**src/rtl/pause_rx_pkg.sv**
```systemverilog
package pause_rx_pkg;
  localparam logic [47:0] PAUSE_MC_DA  = 48'h0180C2000001;
  localparam logic [15:0] CTRL_ETYPE   = 16'h8808;
  localparam logic [15:0] PAUSE_OPCODE = 16'h0001;
  localparam int unsigned OFS_TYPE     = 12;
  localparam int unsigned OFS_OPCODE   = 14;
  localparam int unsigned OFS_QUANTA   = 16;
  localparam int unsigned HDR_BYTES    = 18;
  localparam int unsigned SLOT_BITS    = 512;
  localparam int unsigned QUANTA_W     = 16;

  typedef struct packed {
    logic                valid;
    logic [QUANTA_W-1:0] quanta;
  } pause_cmd_t;
endpackage

```
**src/rtl/pause_frame_parser.sv**
```systemverilog
module pause_frame_parser
  import pause_rx_pkg::*;
(
  input  logic        clk,
  input  logic        rst_n,
  input  logic [7:0]  rx_data,
  input  logic        rx_valid,
  input  logic        rx_sof,
  input  logic        rx_eof,
  input  logic        rx_good,
  input  logic [47:0] station_addr,
  input  logic        fc_en,
  input  logic        ucast_en,
  output pause_cmd_t  cmd
);
  localparam int unsigned IDX_W = $clog2(HDR_BYTES + 1);
  localparam logic [IDX_W-1:0] P_TYPE = IDX_W'(OFS_TYPE);
  localparam logic [IDX_W-1:0] P_OPC  = IDX_W'(OFS_OPCODE);
  localparam logic [IDX_W-1:0] P_QNT  = IDX_W'(OFS_QUANTA);
  localparam logic [IDX_W-1:0] P_LAST = IDX_W'(HDR_BYTES - 1);
  localparam logic [IDX_W-1:0] P_SAT  = IDX_W'(HDR_BYTES);

  function automatic logic [7:0] addr_byte(input logic [47:0] a, input logic [IDX_W-1:0] p);
    case (p)
      IDX_W'(0): return a[47:40];
      IDX_W'(1): return a[39:32];
      IDX_W'(2): return a[31:24];
      IDX_W'(3): return a[23:16];
      IDX_W'(4): return a[15:8];
      IDX_W'(5): return a[7:0];
      default:   return 8'h00;
    endcase
  endfunction

  logic [IDX_W-1:0] idx_q, pos;
  logic             in_frame_q;
  logic             mc_q, uc_q, ty_q, op_q;
  logic [7:0]       qhi_q, qlo_q;
  logic             beat, in_da;
  logic             mc_n, uc_n, ty_n, op_n;
  logic [7:0]       qhi_n, qlo_n;
  logic             hit;

  always_comb begin
    beat  = rx_valid && (rx_sof || in_frame_q);
    pos   = rx_sof ? '0 : idx_q;
    in_da = (pos < IDX_W'(6));
    mc_n  = rx_sof ? 1'b1 : mc_q;
    uc_n  = rx_sof ? 1'b1 : uc_q;
    ty_n  = rx_sof ? 1'b1 : ty_q;
    op_n  = rx_sof ? 1'b1 : op_q;
    qhi_n = qhi_q;
    qlo_n = qlo_q;
    if (in_da) begin
      mc_n = mc_n && (rx_data == addr_byte(PAUSE_MC_DA, pos));
      uc_n = uc_n && (rx_data == addr_byte(station_addr, pos));
    end
    if (pos == P_TYPE)       ty_n = ty_n && (rx_data == CTRL_ETYPE[15:8]);
    if (pos == P_TYPE + 1)   ty_n = ty_n && (rx_data == CTRL_ETYPE[7:0]);
    if (pos == P_OPC)        op_n = op_n && (rx_data == PAUSE_OPCODE[15:8]);
    if (pos == P_OPC + 1)    op_n = op_n && (rx_data == PAUSE_OPCODE[7:0]);
    if (pos == P_QNT)        qhi_n = rx_data;
    if (pos == P_QNT + 1)    qlo_n = rx_data;
    hit = (mc_n || (ucast_en && uc_n)) && ty_n && op_n
          && rx_good && (pos >= P_LAST) && fc_en;
  end

  always_ff @(posedge clk or negedge rst_n) begin
    if (!rst_n) begin
      idx_q      <= '0;
      in_frame_q <= 1'b0;
      mc_q       <= 1'b0;
      uc_q       <= 1'b0;
      ty_q       <= 1'b0;
      op_q       <= 1'b0;
      qhi_q      <= '0;
      qlo_q      <= '0;
      cmd        <= '0;
    end else begin
      cmd.valid <= 1'b0;
      if (beat) begin
        idx_q      <= (pos < P_SAT) ? pos + 1'b1 : pos;
        in_frame_q <= !rx_eof;
        mc_q       <= mc_n;
        uc_q       <= uc_n;
        ty_q       <= ty_n;
        op_q       <= op_n;
        qhi_q      <= qhi_n;
        qlo_q      <= qlo_n;
        if (rx_eof && hit) begin
          cmd.valid  <= 1'b1;
          cmd.quanta <= {qhi_n, qlo_n};
        end
      end
    end
  end

  // a load command is a single-cycle pulse per frame end
  p_single_load_r5: assert property (@(posedge clk) disable iff (!rst_n)
    cmd.valid |=> !cmd.valid);
  // no load is issued when decoding was disabled on the end beat
  p_no_load_when_off_r1: assert property (@(posedge clk) disable iff (!rst_n)
    !fc_en |=> !cmd.valid);
  // a load needs an accepted end-of-frame beat on the previous edge
  p_load_needs_eof_r8: assert property (@(posedge clk) disable iff (!rst_n)
    !(rx_valid && rx_eof) |=> !cmd.valid);
endmodule

```
**src/rtl/pause_slot_prescaler.sv**
```systemverilog
module pause_slot_prescaler #(
  parameter int unsigned SLOT_CYCLES = 64
) (
  input  logic clk,
  input  logic rst_n,
  input  logic restart,
  input  logic run,
  output logic tick
);
  localparam int unsigned CNT_W = (SLOT_CYCLES > 2) ? $clog2(SLOT_CYCLES) : 1;
  localparam logic [CNT_W-1:0] LAST = CNT_W'(SLOT_CYCLES - 1);

  logic [CNT_W-1:0] cnt_q;

  assign tick = run && !restart && (cnt_q == LAST);

  always_ff @(posedge clk or negedge rst_n) begin
    if (!rst_n)                  cnt_q <= '0;
    else if (restart || !run)    cnt_q <= '0;
    else if (cnt_q == LAST)      cnt_q <= '0;
    else                         cnt_q <= cnt_q + 1'b1;
  end

  // slot ticks are never adjacent
  p_tick_spacing_r6: assert property (@(posedge clk) disable iff (!rst_n)
    tick |=> !tick);
endmodule

```
**src/rtl/pause_quanta_timer.sv**
```systemverilog
module pause_quanta_timer
  import pause_rx_pkg::*;
(
  input  logic                clk,
  input  logic                rst_n,
  input  logic                fc_en,
  input  pause_cmd_t          cmd,
  input  logic                tick,
  output logic [QUANTA_W-1:0] remain
);
  always_ff @(posedge clk or negedge rst_n) begin
    if (!rst_n)                    remain <= '0;
    else if (!fc_en)               remain <= '0;
    else if (cmd.valid)            remain <= cmd.quanta;
    else if (tick && remain != 0)  remain <= remain - 1'b1;
  end

  // disabling flow control clears the pause
  p_clear_when_off_r1: assert property (@(posedge clk) disable iff (!rst_n)
    !fc_en |=> remain == '0);
  // a load replaces the count with the new quanta
  p_reload_r7: assert property (@(posedge clk) disable iff (!rst_n)
    (fc_en && cmd.valid) |=> remain == $past(cmd.quanta));
  // without a load the count holds or steps down by one
  p_step_down_r6: assert property (@(posedge clk) disable iff (!rst_n)
    (fc_en && !cmd.valid && remain != '0) |=>
      (remain == $past(remain) || remain == $past(remain) - 1'b1));
  // an idle timer stays idle without a load
  p_idle_stays_r6: assert property (@(posedge clk) disable iff (!rst_n)
    (!cmd.valid && remain == '0) |=> remain == '0);
endmodule

```
**src/rtl/pause_rx_ctrl.sv**
```systemverilog
module pause_rx_ctrl
  import pause_rx_pkg::*;
#(
  parameter int unsigned BITS_PER_CYCLE = 8
) (
  input  logic        clk,
  input  logic        rst_n,
  input  logic [7:0]  rx_data,
  input  logic        rx_valid,
  output logic        rx_ready,
  input  logic        rx_sof,
  input  logic        rx_eof,
  input  logic        rx_good,
  input  logic [47:0] station_addr,
  input  logic        rx_fc_en,
  input  logic        ucast_pause_en,
  output logic        tx_pause,
  output logic [15:0] pause_remain
);
  localparam int unsigned SLOT_CYCLES = SLOT_BITS / BITS_PER_CYCLE;

  pause_cmd_t          cmd;
  logic                tick;
  logic [QUANTA_W-1:0] remain;
  logic                ready_q;

  always_ff @(posedge clk or negedge rst_n) begin
    if (!rst_n) ready_q <= 1'b0;
    else        ready_q <= 1'b1;
  end
  assign rx_ready = ready_q;

  pause_frame_parser u_parser (
    .clk, .rst_n, .rx_data,
    .rx_valid (rx_valid && ready_q),
    .rx_sof, .rx_eof, .rx_good, .station_addr,
    .fc_en    (rx_fc_en),
    .ucast_en (ucast_pause_en),
    .cmd      (cmd)
  );

  pause_slot_prescaler #(.SLOT_CYCLES(SLOT_CYCLES)) u_presc (
    .clk, .rst_n,
    .restart (cmd.valid),
    .run     (remain != '0),
    .tick    (tick)
  );

  pause_quanta_timer u_timer (
    .clk, .rst_n,
    .fc_en  (rx_fc_en),
    .cmd    (cmd),
    .tick   (tick),
    .remain (remain)
  );

  assign pause_remain = remain;
  assign tx_pause     = (remain != '0);

  // the block never stalls the stream once out of reset
  p_ready_r8: assert property (@(posedge clk) disable iff (!rst_n)
    $past(rst_n) |-> rx_ready);
endmodule

```
**config.mk**
```make
export PLATFORM = sky130hd
export DESIGN_NAME = pause_rx_ctrl
export DESIGN_NICKNAME = d
export VERILOG_FILES = /design/src/rtl/pause_rx_pkg.sv /design/src/rtl/pause_frame_parser.sv /design/src/rtl/pause_slot_prescaler.sv /design/src/rtl/pause_quanta_timer.sv /design/src/rtl/pause_rx_ctrl.sv
export SDC_FILE = /design/constraint.sdc
export NUM_CORES = 1
export LEC_CHECK = 0
export BUFFER_PORTS_ARGS = -buffer_cell sky130_fd_sc_hd__buf_2
export CORE_UTILIZATION = 34
export DETAILED_ROUTE_END_ITERATION = 8
export PLACE_DENSITY = 0.67
export SLEW_MARGIN = 20
export SYNTH_ARGS = -nofsm -noshare
export SYNTH_HDL_FRONTEND = slang
export SYNTH_SLANG_ARGS = --single-unit
export TNS_END_PERCENT = 5
```
**constraint.sdc**
```tcl
create_clock -name clk -period 2.4 [get_ports clk]
set_clock_uncertainty 0.15 [all_clocks]
set_input_delay 0.24 -clock clk [delete_from_list [all_inputs] [get_ports clk]]
set_output_delay 0.24 -clock clk [all_outputs]
set_load 0.01 [all_outputs]
```
==> impl_results.md <==
- Synth warnings: 0
- Synthesized cell area: 4050 um2
- Synthesized flop and latch total: 66
- Crit path cell chain: or4_4, nor4b_4, a21oi_1, and3b_2, nand3b_1, xnor2_1, o211a_1
- Total congestion overflow: 0
- FILL cells: 1093
- PnR Total Power: 3.80 mW
- CP startpoint: u_timer.remain[15]
- Worst Tran Pin Value: 0.546 ns
- DP HPWL: 7700 um
- Startpoint Class: flip-flop
- Global-route wire length before repair: 16900 um
- Layout cells sized above 1: 40.3%
- Maximum VDD drop: 386 uV
- Core area: 11500 um2
- Leak: 2.57 nW
- Root Driver: clkbuf_16
- HP Start: rx_valid
- Io pins: 82
- Flop-to-flop setup slack: 0.08 ns
- Util after Layout: 45.5%
- Post-synthesis cell type count: 57
- Average size of a mapped cell: 9.91 um2
- P_sw: 1.24 mW
- Clock network power share: 34.7%
- Slew margin rel.: 63.5%
- CTS buffer count: 9
- Post-Synth XOR/XNOR Area: 5.84%
- Number of enable flip-flop cells after synthesis: 0
- Routed wire length: 10300 um
- Critical path required time: 2.47 ns
- Area of the die: 12400 um2
- Largest family of logic cells by synthesized area: simple AND/OR/NAND/NOR gates
- Pre-Repair DR Iteration Count: 7
- Seq/Total Area, Yosys: 40.8%
- Hold Path Depth: 4
- Vias: 3493
- Synthesized instance count: 409
- Routability cong.: 0.846
- Largest net degree at the start of global routing: 45
- Initial Util: 35.2%
- Iter 0 DRT Violations: 179
- CTS Buffer Depth: 2
- Status: finished, violations left
- Minimum clock period: 2.32 ns
- ANT cells: 0
- Sw Share: 32.7%
- Crit end category: flip-flop
- Worst path arrival time: 2.38 ns
- Slew Viols, Final: 0
- Area occupied by multi-input gates: 2320 um2
- FMAX: 431 MHz
- WHS Endpoint: u_parser.in_frame_q
- CP Max Fanout: 6
- Clock Latency Late Sink: 0.33 ns
- Comb pwr share: 31.6%
- Final ANT Viol Nets: 0
- DRC: 9
- RSZ-0062 raised after global routing: yes
- Post-Layout Cell Count: 662
- WL/cell: 15.6 um
- Reg-to-Reg Start: u_timer.remain[15]
- Critical path's slowest cell: or4_4
- CTS tree: yes
- Cells after DPL: 641
- Final hold violation count: 0
- Area Growth Syn to Fin: 29.3%
- Row cnt: 39
- Pwr dens: 725 nW/um2
- PortBufs: 81
- Path depth of the worst reg2reg path: 7
- Register share of total power: 33.7%
- GRT Resource Usage Total: 17.2%
- Height of the die: 111 um
- Worst path max stage delay: 0.56 ns
- Hold_ws: 0.137 ns
- Vias in the first global route: 3418
- Async S/R FF share, synth: 100%
- DR vias/cell: 5.28
- Clock Pin Slew Worst Setup and Hold Paths: 0.06 ns
- Cell Int Power: 2.56 mW
- Worst Hold Class: in -> reg
- Setup violators final: 0
- Syn Nets: 476
- Top_reg_cell synth: dfrtp_1
- Compound-cell area share of the yosys netlist: 13.2%
- H-tree depth: 3
- Die X: 111 um
- Reg2Reg Capture Point: u_timer.remain[14]
- Sink Count: 66
- Mux share of post-synthesis cell area: 15.7%
- Period utilization: 96.6%
- Simple-gate portion of the synthesized area: 19.2%
- Max cap viols: 0
- Antenna violations before repair: 0
- Final setup TNS: 0 ns
- Failing checks: DRC
- Seq. cell area: 1650 um2
- Class of the most critical setup path: reg -> reg
- Post-synthesis adder-cell area fraction: 0.926%
- Nets@finish: 581
worst max-delay path, delay by kind of cell (launching register included):
family                    cells  cell delay [ns]
xor gates and xnor gates      1             0.07
and+or+nand+nor               4             1.23
AOI/OAI and AO/OA             2             0.34
DFF                           1             0.42
power by group through the flow:
stage / Combinational [mW] / Sequential (mW) / Clock (mW)
floorplan: 0.747 / 1.24 / 0
global placement: 1.10 / 1.29 / 0
detailed placement: 1.12 / 1.29 / 0
CTS: 1.13 / 1.27 / 1.35
global route: 1.33 / 1.29 / 1.40
finish: 1.20 / 1.28 / 1.32
layer usage:
metal	up-vias	wire length (um)	GRT usage, %
met5	-	0	0
met4	0	106	5.05
met3	11	487	4.16
met2	130	5080	29.5
met1	1658	4660	21.5
li1	1694	-	-
metrics by stage:
stage / cell area, um2 / setup WS, ns
after global placement: 4790 / 0.0118
after global routing: 5240 / -0.0384
after detailed placement: 4790 / -0.00569
final: 5240 / 0.0817
after floorplan: 4050 / 0.0330
after CTS: 5140 / 0.00513
repair_timing:
action | CTS | global route
gates cloned | 0 | 0
hold buffers | 2 | 0
endpoints found under the setup margin | 1 | 16
buffers inserted | 1 | 2
resized for setup | 3 | 19
endpoints found under the hold margin | 23 | 0
pin swaps | 1 | 4
worst max path at each step:
stage,to,slack [ns],cells after the start
floorplan,u_timer.remain[14],0.03,8
global placement,u_parser.cmd[10],0.01,9
detailed placement,u_parser.cmd[9],-0.006,9
CTS,u_parser.uc_q,0.005,7
global route,u_parser.uc_q,-0.04,7
finish,u_timer.remain[14],0.08,7
cells in the final DEF (no fill, tap or decap), drive strengths merged, types with 8 or more instances in the layout:
master,synthesis,routed
nand3b,12,12
buf,13,118
nand2,28,28
nand3,9,9
mux2,48,48
nor2,25,25
dfrtp,66,66
o21ai,21,21
inv,11,12
xor2,8,8
a21oi,28,28
nor3,8,8
clkbuf,13,9
xnor2,19,19
sequential cells by signal, summed over array words and instances (netlist names), 5 cells and up:
| signal | flops |
|---|---|
| u_timer.remain | 16 |
| u_parser.qhi_q | 8 |
| u_parser.cmd | 17 |
| u_presc.cnt_q | 6 |
| u_parser.qlo_q | 8 |
| u_parser.idx_q | 5 |
Yosys cell counts, types with 2 or more instances:
master / number / share of area (%)
dfrtp_1: 66 / 41
mux2_2: 39 / 11
a21oi_1: 28 / 3.5
nand2_1: 28 / 2.6
nor2_1: 25 / 2.3
o21ai_0: 20 / 2.5
xnor2_1: 19 / 4.1
clkbuf_1: 13 / 1.2
nand3b_1: 12 / 2.2
inv_1: 11 / 1.0
mux2_4: 9 / 3.3
nand3_1: 9 / 1.1
buf_2: 8 / 0.99
nor3_1: 8 / 0.99
xor2_1: 8 / 1.7
nand2b_1: 7 / 1.1
nand4_1: 7 / 1.1
nor2b_1: 7 / 1.1
mux2i_1: 6 / 1.5
o211a_1: 5 / 1.2
or2_2: 5 / 0.77
a211oi_1: 4 / 0.74
a31oi_1: 4 / 0.62
and3_1: 4 / 0.62
nor4_1: 4 / 0.62
o31ai_1: 4 / 0.74
or3_1: 4 / 0.62
a22o_1: 3 / 0.65
a22oi_1: 3 / 0.56
ha_1: 3 / 0.93
nor3b_1: 3 / 0.56
o2bb2ai_1: 3 / 0.65
or4_1: 3 / 0.56
and2_1: 2 / 0.31
buf_1: 2 / 0.19
nor4b_2: 2 / 0.74
cell families after synthesis:
family / count (synthesis)
AO/OA/AOI/OAI: 84
other: 1
flip-flops: 66
XOR/XNOR: 27
adder cells (fa/ha/maj): 3
multiplexers: 54
buffers and inverters: 37
AND/OR/NAND/NOR: 137
layout make-up:
type / count / share of cell area (%)
tap: 143 / 3.41
clock buffer: 9 / 4.30
multi-input combinational: 306 / 44.3
timing repair buffer: 120 / 14.1
inverter: 11 / 0.788
sequential: 66 / 31.6
clock inverter: 7 / 1.48
Power figures use the tool's default switching activity.
